`src/rtl/dram_mux_pkg.sv`:
```
package dram_mux_pkg;
  typedef enum logic [1:0] {
    SRC_CPU  = 2'd0,
    SRC_VID  = 2'd1,
    SRC_RFSH = 2'd2
  } src_e;
endpackage

```
`src/rtl/dram_addr_select.sv`:
```
module dram_addr_select
  import dram_mux_pkg::*;
#(
  parameter int AW     = 16,
  parameter int VAW    = 14,
  parameter int DIR_W  = 12,
  parameter int RW     = 8,
  localparam int BW    = AW - VAW
) (
  input  logic          aec_i,
  input  logic          refresh_i,
  input  logic [AW-1:0] cpu_addr_i,
  input  logic [VAW-1:0] vid_addr_i,
  input  logic [BW-1:0] bank_i,
  input  logic [RW-1:0] rfsh_row_i,
  output logic [AW-1:0] eff_addr_o,
  output src_e          src_o,
  output logic [AW-1:0] sys_addr_o,
  output logic [AW-1:0] dec_addr_o
);
  logic [AW-1:0] vid_full;
  assign vid_full = {bank_i, vid_addr_i};

  always_comb begin
    if (refresh_i) begin
      // refresh bypasses bank bits, row counter only
      eff_addr_o = {{(AW-RW){1'b0}}, rfsh_row_i};
      src_o      = SRC_RFSH;
    end else if (aec_i) begin
      eff_addr_o = cpu_addr_i;
      src_o      = SRC_CPU;
    end else begin
      eff_addr_o = vid_full;
      src_o      = SRC_VID;
    end
  end

  // upper bus bits float to the pull-up level while video drives
  assign sys_addr_o = aec_i ? cpu_addr_i : {{(AW-DIR_W){1'b1}}, vid_addr_i[DIR_W-1:0]};
  assign dec_addr_o = aec_i ? cpu_addr_i : vid_full;
endmodule

```
`src/rtl/dram_row_col_mux.sv`:
```
module dram_row_col_mux #(
  parameter int AW = 16,
  localparam int MW = AW / 2
) (
  input  logic          clk_i,
  input  logic          rst_ni,
  input  logic          ras_ni,
  input  logic          refresh_i,
  input  logic [AW-1:0] eff_addr_i,
  output logic [MW-1:0] ma_o,
  output logic          ras_rise_o
);
  logic ras_q;

  always_ff @(posedge clk_i or negedge rst_ni) begin
    if (!rst_ni) ras_q <= 1'b1;
    else         ras_q <= ras_ni;
  end

  assign ras_rise_o = ras_ni && !ras_q;

  always_comb begin
    if (!ras_q && !refresh_i) ma_o = eff_addr_i[AW-1:MW];
    else                      ma_o = eff_addr_i[MW-1:0];
  end
endmodule

```
`src/rtl/dram_refresh_ctr.sv`:
```
module dram_refresh_ctr #(
  parameter int RW = 8
) (
  input  logic          clk_i,
  input  logic          rst_ni,
  input  logic          refresh_i,
  input  logic          ras_rise_i,
  output logic [RW-1:0] row_o
);
  always_ff @(posedge clk_i or negedge rst_ni) begin
    if (!rst_ni)                      row_o <= '0;
    else if (refresh_i && ras_rise_i) row_o <= row_o + 1'b1;
  end
endmodule

```
`src/rtl/dram_addr_mux.sv`:
```
module dram_addr_mux #(
  parameter int AW     = 16,
  parameter int VAW    = 14,
  parameter int DIR_W  = 12,
  parameter int MDW    = 8,
  parameter int CDW    = 4,
  localparam int BW    = AW - VAW,
  localparam int MW    = AW / 2,
  localparam int VDW   = MDW + CDW
) (
  input  logic           clk_i,
  input  logic           rst_ni,
  input  logic           aec_i,
  input  logic           refresh_i,
  input  logic           ras_ni,
  input  logic [AW-1:0]  cpu_addr_i,
  input  logic [VAW-1:0] vid_addr_i,
  input  logic [BW-1:0]  bank_i,
  input  logic [MDW-1:0] mem_data_i,
  input  logic [CDW-1:0] color_data_i,
  output logic [AW-1:0]  sys_addr_o,
  output logic [AW-1:0]  eff_addr_o,
  output logic [1:0]     src_o,
  output logic [MW-1:0]  dram_ma_o,
  output logic [AW-1:0]  dec_addr_o,
  output logic [VDW-1:0] vid_data_o
);
  import dram_mux_pkg::*;

  src_e          src;
  logic [MW-1:0] rfsh_row;
  logic          ras_rise;

  dram_addr_select #(.AW(AW), .VAW(VAW), .DIR_W(DIR_W), .RW(MW)) u_sel (
    .aec_i      (aec_i),
    .refresh_i  (refresh_i),
    .cpu_addr_i (cpu_addr_i),
    .vid_addr_i (vid_addr_i),
    .bank_i     (bank_i),
    .rfsh_row_i (rfsh_row),
    .eff_addr_o (eff_addr_o),
    .src_o      (src),
    .sys_addr_o (sys_addr_o),
    .dec_addr_o (dec_addr_o)
  );

  dram_row_col_mux #(.AW(AW)) u_mux (
    .clk_i      (clk_i),
    .rst_ni     (rst_ni),
    .ras_ni     (ras_ni),
    .refresh_i  (refresh_i),
    .eff_addr_i (eff_addr_o),
    .ma_o       (dram_ma_o),
    .ras_rise_o (ras_rise)
  );

  dram_refresh_ctr #(.RW(MW)) u_rfsh (
    .clk_i      (clk_i),
    .rst_ni     (rst_ni),
    .refresh_i  (refresh_i),
    .ras_rise_i (ras_rise),
    .row_o      (rfsh_row)
  );

  assign src_o      = src;
  assign vid_data_o = {color_data_i, mem_data_i};
endmodule

```
`config.mk`:
```
export PLATFORM = sky130hd
export DESIGN_NAME = dram_addr_mux
export DESIGN_NICKNAME = d
export VERILOG_FILES = /design/src/rtl/dram_mux_pkg.sv /design/src/rtl/dram_addr_select.sv /design/src/rtl/dram_row_col_mux.sv /design/src/rtl/dram_refresh_ctr.sv /design/src/rtl/dram_addr_mux.sv
export SDC_FILE = /design/constraint.sdc
export NUM_CORES = 1
export LEC_CHECK = 0
export CAP_MARGIN = 20
export CORE_MARGIN = 8
export CORE_UTILIZATION = 29
export DETAILED_ROUTE_END_ITERATION = 8
export PLACE_DENSITY = 0.89
export SKIP_LAST_GASP = 1
export SLEW_MARGIN = 20
export SYNTH_ARGS = -nofsm -noshare
export SYNTH_HDL_FRONTEND = slang
export SYNTH_SLANG_ARGS = --single-unit
```
`constraint.sdc`:
```
create_clock -name clk_i -period 1.6 [get_ports clk_i]
set_clock_uncertainty 0.15 [all_clocks]
set_input_delay 0.32 -clock clk_i [delete_from_list [all_inputs] [get_ports clk_i]]
set_output_delay 0.32 -clock clk_i [all_outputs]
set_load 0.02 [all_outputs]
```
* Word-level counts from Yosys, hierarchy flattened
Cells that the tools add are included.
Storage, ports and cells: output and inout port bits 70, word-level logic and storage cells 14, bits in registers 9, bits of input ports 49
Cells by class: reduce and logical (&&, ||, !) cells 5, $add $sub $neg 1, muxes and demuxes 6
Operator list (number):
- $mux W16 | 3
- $add A8 B1 Y8 const B | 1
- $mux W8 | 1
- $logic_and A1 B1 Y1 | 3
- $logic_not A1 Y1 | 2
- $mux W2 | 1
- $mux W1 | 1

* Depth between registers and ports, before layout
Gate-level depths: netlist of run 1.
depth in word-level cells 3, depth in mapped cells 4

* Hierarchy
From an unflattened synthesis of run 1, not the netlist that was laid out.
Second synthesis, totals: cells, all modules 105, area total of the unflattened synthesis 1086.0 sq um
Modules (own cells, without submodules):
- dram_addr_select | cells each 54, area an instance 501.7 sq um, instances 1
- dram_refresh_ctr | cells each 28, area an instance 357.8 sq um, instances 1
- dram_row_col_mux | cells each 11, area an instance 136.4 sq um, instances 1
- dram_addr_mux | cells each 12, area an instance 90.1 sq um, instances 1

* Least setup slack after synthesis of run 1
OpenSTA, ideal clock, no wires.
path kind in2out, start point in aec_i, end point out dram_ma_o[2], stages on the path 4, arrival time 1365 ps, path slack -235 ps, buffers on the path 1, data required time 1130 ps, cell sequence buf_2 mux2_2 mux2i_1 o21ai_0
On the way: longest elaborated chain between the ends 3
Ends and longest elaborated chain:
- start: declaration | RTL line dram_addr_mux.sv:13 | input logic aec_i,
- $mux W16
- named net dec_addr_o[10] | RTL line dram_addr_mux.sv:25 | output logic [AW-1:0] dec_addr_o,
- $mux W16 | RTL line dram_addr_select.sv:25 | if (refresh_i) begin
- $mux W8 | RTL line dram_row_col_mux.sv:23 | if (!ras_q && !refresh_i) ma_o = eff_addr_i[AW-1:MW];
- end: declaration | RTL line dram_addr_mux.sv:24 | output logic [MW-1:0] dram_ma_o,
The timed path passes the listed nets, and every way through them passes these cells.

* Final worst setup path of run 1
start point in aec_i, end point out dram_ma_o[6]
On the way: longest elaborated chain between the ends 3
Ends and longest elaborated chain:
- $mux W16 | RTL line dram_addr_select.sv:29 | end else if (aec_i) begin
- $mux W16 | RTL line dram_addr_select.sv:25
- $mux W8 | RTL line dram_row_col_mux.sv:23
No other way between the ends.

==> flow_metrics.tcl, run 1 <==
set metrics [dict create \
    dieArea_sq_mm 0.00611 \
    maxCapViolCount 0 \
    io_buffers 94 \
    slew_violations 0 \
    combPwrFrac 0.681 \
    fill_cells 286 \
    cp-end-kind "output port" \
    place_congestion 0.758 \
    vias 1355 \
    synth_most_common_cell "buf_4" \
    m1WireLength_um 1930 \
    antenna_found_initial 0 \
    cts_tree "done" \
    setup.worst_path.class "in2out" \
    rsz0062_at_grt "true" \
    worst_slack_ns -0.363 \
    yosys_warnings 0 \
    first_global_vias 1482 \
    preCtsSetupSlack_ns -1.16 \
    dieHeight_um 78.1 \
    failed_checks "negative setup slack" \
    peakVddDrop_uv 439 \
    multi_input_area_sq_um 857 \
    routed_via_density 4.59 \
    h-tree-depth 1 \
    grt_max_degree 13 \
    ys_seq_area_frac 0.202 \
    synth_nets 176 \
    reg2reg_slack_ns 0.09 \
    min_path_type "in2async" \
    cts_root_buf "clkbuf_8" \
    clkTransAtPathRegs_ns 0.05 \
    critPathRequiredTime_ns 1.13 \
    period_needed_ns 1.96 \
    hpwl_um 3400 \
    ys_ff_latch 9 \
    seqCellArea_sq_um 226 \
    grt-ovfl-total 0 \
    yosys.area.top_type_share 0.231 \
    met2_length_um 2410 \
    clock_path_buffers 2 \
    totalWireLength_um 4990 \
    postSynthCellCount 126 \
    seq_power_share 0.182 \
    leakagePower_nw 1.34 \
    max_freq_ghz 0.509 \
    wl_per_cell_um 16.9 \
    antenna_cells 0 \
    rr_worst_depth 5 \
    synthesis.area_sq_mm 0.00112 \
    firstDrtPassIters 4 \
    layout-drive-gt1-share 0.664 \
    netlist_top_cells_count "buf_4, mux2_2, nand2_1" \
    startpoint_type "input pin" \
    path_cells "buf_8 -> buf_12 -> buf_8 -> buf_6 -> mux2i_2 -> inv_1 -> mux2_4 -> buf_6" \
    io_pins 119 \
    area_growth_pct 131 \
    ys_async_sr_fraction 1.00 \
    max_stage_delay_ns 0.27 \
    final_nets 298 \
    synth_top_area_cell "mux2_2" \
    drc_errors 0 \
    outcome "complete, but fails checks" \
    ys.flop_type "dfrtp_1" \
    timing.final.crit_share 1.23 \
    totalPowerFinal_mw 1.96 \
    fin_tns_setup_ns -8.53 \
    fp-row-count 22 \
    wl_met3_um 548 \
    top_layer_used "met4" \
    worstPathMaxFanout 8 \
    core_area_sq_mm 0.00369 \
    crit_arrival_ns 1.49 \
    initial_utilization 0.304 \
    grt_usage 0.141 \
    clkPwrFrac 0.137 \
    tightest_slew_ns 0.410 \
    cts_sinks 9 \
    synth_cell_types 24 \
    fp.dieW_um 78.1 \
    slew_headroom 0.726 \
    swShare 0.385 \
    hold_viol_final 0 \
    p_int_mw 1.20 \
    numCtsBuffers 3 \
    synth_edf_count 0 \
    synthTopCellsByArea "mux2_2, dfrtp_1, buf_4, mux2i_1, nand2_1" \
    setup_viol 53 \
    grt_pass1_wl_um 7190 \
    syn_area_per_cell_sq_um 8.89 \
    r2r_end "u_rfsh.row_o[7]" \
    power_density_mw_per_mm2 756 \
    insertion_delay_ns 0.24 \
    critPathSlowestCell "mux2_4" \
    rr_startpoint "u_mux.ras_q" \
    route.antenna.remaining_nets 0 \
    drt-initial-drc-count 20 \
    p_switching_mw 0.754 \
]
-- cell type report --
| type | count | share of cell area |
|---|---|---|
| well taps | 48 | 0.0232 |
| repair buffers | 149 | 0.538 |
| inverters | 2 | 0.00290 |
| flip-flops and latches | 9 | 0.0875 |
| multi-input cells | 83 | 0.331 |
| clock buffers | 4 | 0.0174 |
-- per-stage QoR --
stage / util / std cells / hold WS [ns] / instance area [sq um]
3_3_place_gp: 0.607 / 268 / 0.357 / 2240
4_1_cts: 0.657 / 287 / 0.251 / 2420
6_report: 0.701 / 295 / 0.233 / 2590
2_1_floorplan: - / 126 / -0.126 / 1220
3_5_place_dp: 0.607 / 268 / 0.367 / 2240
5_1_grt: 0.701 / 295 / 0.279 / 2590
-- power by group through the flow --
stage / registers (mW) / logic [mW] / clock network, mW
global route: 0.365 / 1.42 / 0.275
CTS: 0.354 / 1.24 / 0.265
global placement: 0.355 / 1.18 / 0
detailed placement: 0.354 / 1.20 / 0
floorplan: 0.372 / 0.633 / 0
finish: 0.355 / 1.33 / 0.269
-- layer usage --
| metal | GRT usage | up-vias |
|---|---|---|
| met4 | 0.0537 | 0 |
| met3 | 0.0638 | 13 |
| met5 | 0 | - |
| met2 | 0.237 | 79 |
| met1 | 0.151 | 624 |
| li1 | - | 639 |
-- timing repair --
item                                    4_1_cts  5_1_grt
gates resized for setup                     367       32
hold buffers                                  0        0
buffers inserted                             16       10
pin swaps                                     2        1
gates cloned                                  0        0
endpoints found under the setup margin       58       50
-- sequential cells by signal, indices dropped and copies added (netlist names) --
signal        flops
u_mux.ras_q       1
u_rfsh.row_o      8
-- worst max path at each step --
stage / start / end / slack (ns) / cells after the start
2_1_floorplan: aec_i / dram_ma_o[6] / -0.15 / 3
3_3_place_gp: aec_i / eff_addr_o[2] / -1.13 / 5
3_5_place_dp: aec_i / eff_addr_o[2] / -1.16 / 5
4_1_cts: u_mux.ras_q / dram_ma_o[6] / -0.30 / 4
5_1_grt: aec_i / dram_ma_o[6] / -0.40 / 8
6_report: aec_i / dram_ma_o[6] / -0.36 / 8
-- critical path: cells and delay by family --
family,cells,cell delay (ns)
buffers and inverters,6,0.69
muxes,2,0.47
-- logic make-up (layout without fill, tap and decap cells) --
logic type      after synthesis  count (layout)  synth area share
buf+inv                      34             155             0.206
flops                         9               9             0.202
xor+xnor                      7               7            0.0547
compound gates                7               7            0.0313
simple gates                 36              36             0.179
fa+ha+maj                     1               1            0.0112
mux                          32              32             0.316
-- cell usage in the layout (no fill, tap or decap), types with 3 or more instances in the layout --
cell type	netlist	final
nand2b_1	4	4
mux2_4	1	24
dfrtp_1	8	8
clkdlybuf4s50_1	0	4
xnor2_1	4	4
o21ai_2	0	6
buf_4	26	44
buf_2	4	10
mux2i_2	0	4
dlygate4sd2_1	0	29
clkbuf_8	0	3
nor2_1	4	3
nor2b_4	0	5
xor2_1	3	3
nand2_1	13	13
buf_6	0	55
Power figures use the tool's default switching activity.
==> run 2: changes to the inputs <==
Settings changed: CORE_UTILIZATION 29 to 28, PLACE_DENSITY 0.89 to 0.88, SYNTH_HIERARCHICAL set to 1, TNS_END_PERCENT set to 30.
==> run 2 against run 1 <==
Effect of this change: the flow still finishes with violations (negative setup slack); via count is 16% lower; register-to-register slack better by 0.05 ns; final cell count shrank 11%; wire length fell by 7.1%; die area is 0.36% higher; combinational power is 5% lower; core utilization decreased by 2.7 points.
==> flow_metrics.tcl, run 2 <==
set metrics [dict create \
    outcome "complete, but fails checks" \
    failed_checks "negative setup slack" \
    initial_utilization 0.294 \
    final_nets 267 \
    fill_cells 290 \
    synth_top_area_cell "mux2_2" \
    setup.worst_path.class "in2out" \
    multi_input_area_sq_um 776 \
    seqCellArea_sq_um 226 \
    yosys.area_share.simple 0.158 \
    place_congestion 0.744 \
    synth_cell_types 22 \
    wl_per_cell_um 17.6 \
    mostFrequentLayoutCells "dlygate4sd2_1, buf_6, mux2_4" \
    clock_path_buffers 2 \
    setup_viol 52 \
    post_synth_fa_ha_maj_area_fraction 0.0115 \
    dieHeight_um 78.3 \
    clkPwrFrac 0.147 \
    antenna_found_initial 0 \
    placed_area_sq_mm 0.00220 \
    route.antenna.remaining_nets 0 \
    dieArea_sq_mm 0.00613 \
    layout-drive-gt1-share 0.556 \
    worstPathMaxFanout 6 \
    slew_violations 0 \
    postSynthCellCount 105 \
    firstDrtPassIters 4 \
    synth_edf_count 0 \
    grt_max_degree 13 \
    ys_seq_area_frac 0.209 \
    swShare 0.365 \
    antenna_cells 0 \
    vias 1142 \
    syn_area_per_cell_sq_um 10.3 \
    largest_register "u_rfsh/row_o" \
    cts_tree "done" \
    max_freq_ghz 0.490 \
    insertion_delay_ns 0.24 \
    cp-end-kind "output port" \
    slew_headroom 0.724 \
    area_growth_pct 129 \
    max_stage_delay_ns 0.30 \
    met1_usage 0.136 \
    fin_tns_setup_ns -15.29 \
    totalPowerFinal_mw 1.87 \
    final_cell_area_sq_mm 0.00249 \
    synth_nets 155 \
    synthTopCellsByArea "mux2_2, dfrtp_1, buf_4, mux2_4, nor2b_1" \
    grt_pass1_wl_um 6630 \
    largest_register_ffs 8 \
    ys_ff_latch 9 \
    cpMostUsedCell "mux2_4" \
    layout_commonest_cell "dlygate4sd2_1" \
    tightest_slew_ns 0.412 \
    rsz0062_at_grt "true" \
    timing.final.crit_share 1.28 \
    min_path_type "in2async" \
    period_needed_ns 2.04 \
    synthMuxAreaShare 0.366 \
    worst_hold_slack_ns 0.226 \
    crit_arrival_ns 1.57 \
    drt-initial-drc-count 15 \
    first_global_vias 1263 \
    synthesis.area_sq_mm 0.00109 \
    core_area_sq_mm 0.00369 \
    critPathBufInv 3 \
    synth_top_family_by_area "multiplexers" \
    p_switching_mw 0.684 \
    grt_usage 0.134 \
    cts_root_buf "clkbuf_8" \
    leakagePower_nw 1.31 \
    fp.dieW_um 78.3 \
    preCtsSetupSlack_ns -1.33 \
    cts_sinks 9 \
    crit_family "multiplexers" \
    ys_async_sr_fraction 1.00 \
    h-tree-depth 1 \
    netlist_top_cells_count "buf_4, mux2_2, dfrtp_1, nor2b_1, mux2_4" \
    yosys_warnings 6 \
    synth_compound_area_frac 0 \
    path_cells "buf_12 -> buf_12 -> mux2_4 -> mux2_4 -> mux2_4 -> buf_6" \
    power_density_mw_per_mm2 754 \
    hpwl_um 3560 \
    yosys.area.top_type_share 0.270 \
    clkTransAtPathRegs_ns 0.05 \
    combPwrFrac 0.679 \
    io_buffers 94 \
    top_regs "u_rfsh/row_o (8), u_mux/ras_q (1)" \
    grt-ovfl-total 0 \
    routed_via_density 4.33 \
    ctsHoldBuffers 0 \
    seq_power_share 0.174 \
    synth_xor_xnor_area_share 0.0565 \
    maxCapViolCount 0 \
    hold_viol_final 0 \
    totalWireLength_um 4640 \
    critPathRequiredTime_ns 1.13 \
    fp-row-count 22 \
    drc_errors 0 \
    numCtsBuffers 3 \
    worst_slack_ns -0.443 \
    peakVddDrop_uv 485 \
    top_usage_layer "met2" \
    p_int_mw 1.19 \
    startpoint_type "input pin" \
    grt_util_met2 0.258 \
    ys.flop_type "dfrtp_1" \
    use_met3 0.0273 \
    critPathSlowestCell "mux2_4" \
    io_pins 119 \
]
==> run 2: repair_timing <==
item	4_1_cts	5_1_grt
buffers inserted	5	6
endpoints found under the setup margin	64	58
hold endpoints to repair	0	0
resized for setup	170	58
gates cloned	2	0
==> run 2: layout make-up <==
cell class / instances / area share
multi-input cells: 67 / 0.312
well taps: 48 / 0.0242
repair buffers: 136 / 0.555
flip-flops and latches: 9 / 0.0911
clock buffers: 4 / 0.0181
==> run 2: kinds of logic after synthesis <==
family	after synthesis
AND/OR/NAND/NOR	26
adder cells (fa/ha/maj)	1
buffers and inverters	29
XOR/XNOR	7
multiplexers	33
flip-flops	9
==> run 2: final timing paths <==
kind | startpoint | to | slack (ns) | cells after the start
worst max-delay path | aec_i | dram_ma_o[3] | -0.44 | 6
worst min-delay path | rst_ni | u_rfsh/row_o[1] | 0.23 | 1
worst max register to register | u_mux/ras_q | u_rfsh/row_o[1] | 0.14 | 3
worst min register to register | u_rfsh/row_o[6] | u_rfsh/row_o[6] | 0.42 | 2
max in group asynchronous | rst_ni | u_mux/ras_q | 0.75 | 1
min in group clk_i | ras_ni | u_mux/ras_q | 0.36 | 1
==> run 2: layer usage <==
layer  share of wire  up-vias
li1                -      551
met1            0.34      522
met2            0.57       58
met3           0.071       11
met4           0.022        0
met5               0        -
==> run 2: power by group through the flow <==
| stage | combinational, mW | sequential (mW) | clock [mW] |
|---|---|---|---|
| 2_1_floorplan | 0.608 | 0.344 | 0 |
| 3_3_place_gp | 1.14 | 0.328 | 0 |
| 3_5_place_dp | 1.17 | 0.328 | 0 |
| 4_1_cts | 1.21 | 0.326 | 0.281 |
| 5_1_grt | 1.34 | 0.332 | 0.296 |
| 6_report | 1.27 | 0.326 | 0.276 |
==> run 2: through the flow <==
step / cells / utilization
after floorplan: 105 / -
after global placement: 248 / 0.596
after detailed placement: 248 / 0.596
after CTS: 258 / 0.643
after global routing: 264 / 0.674
final: 264 / 0.674
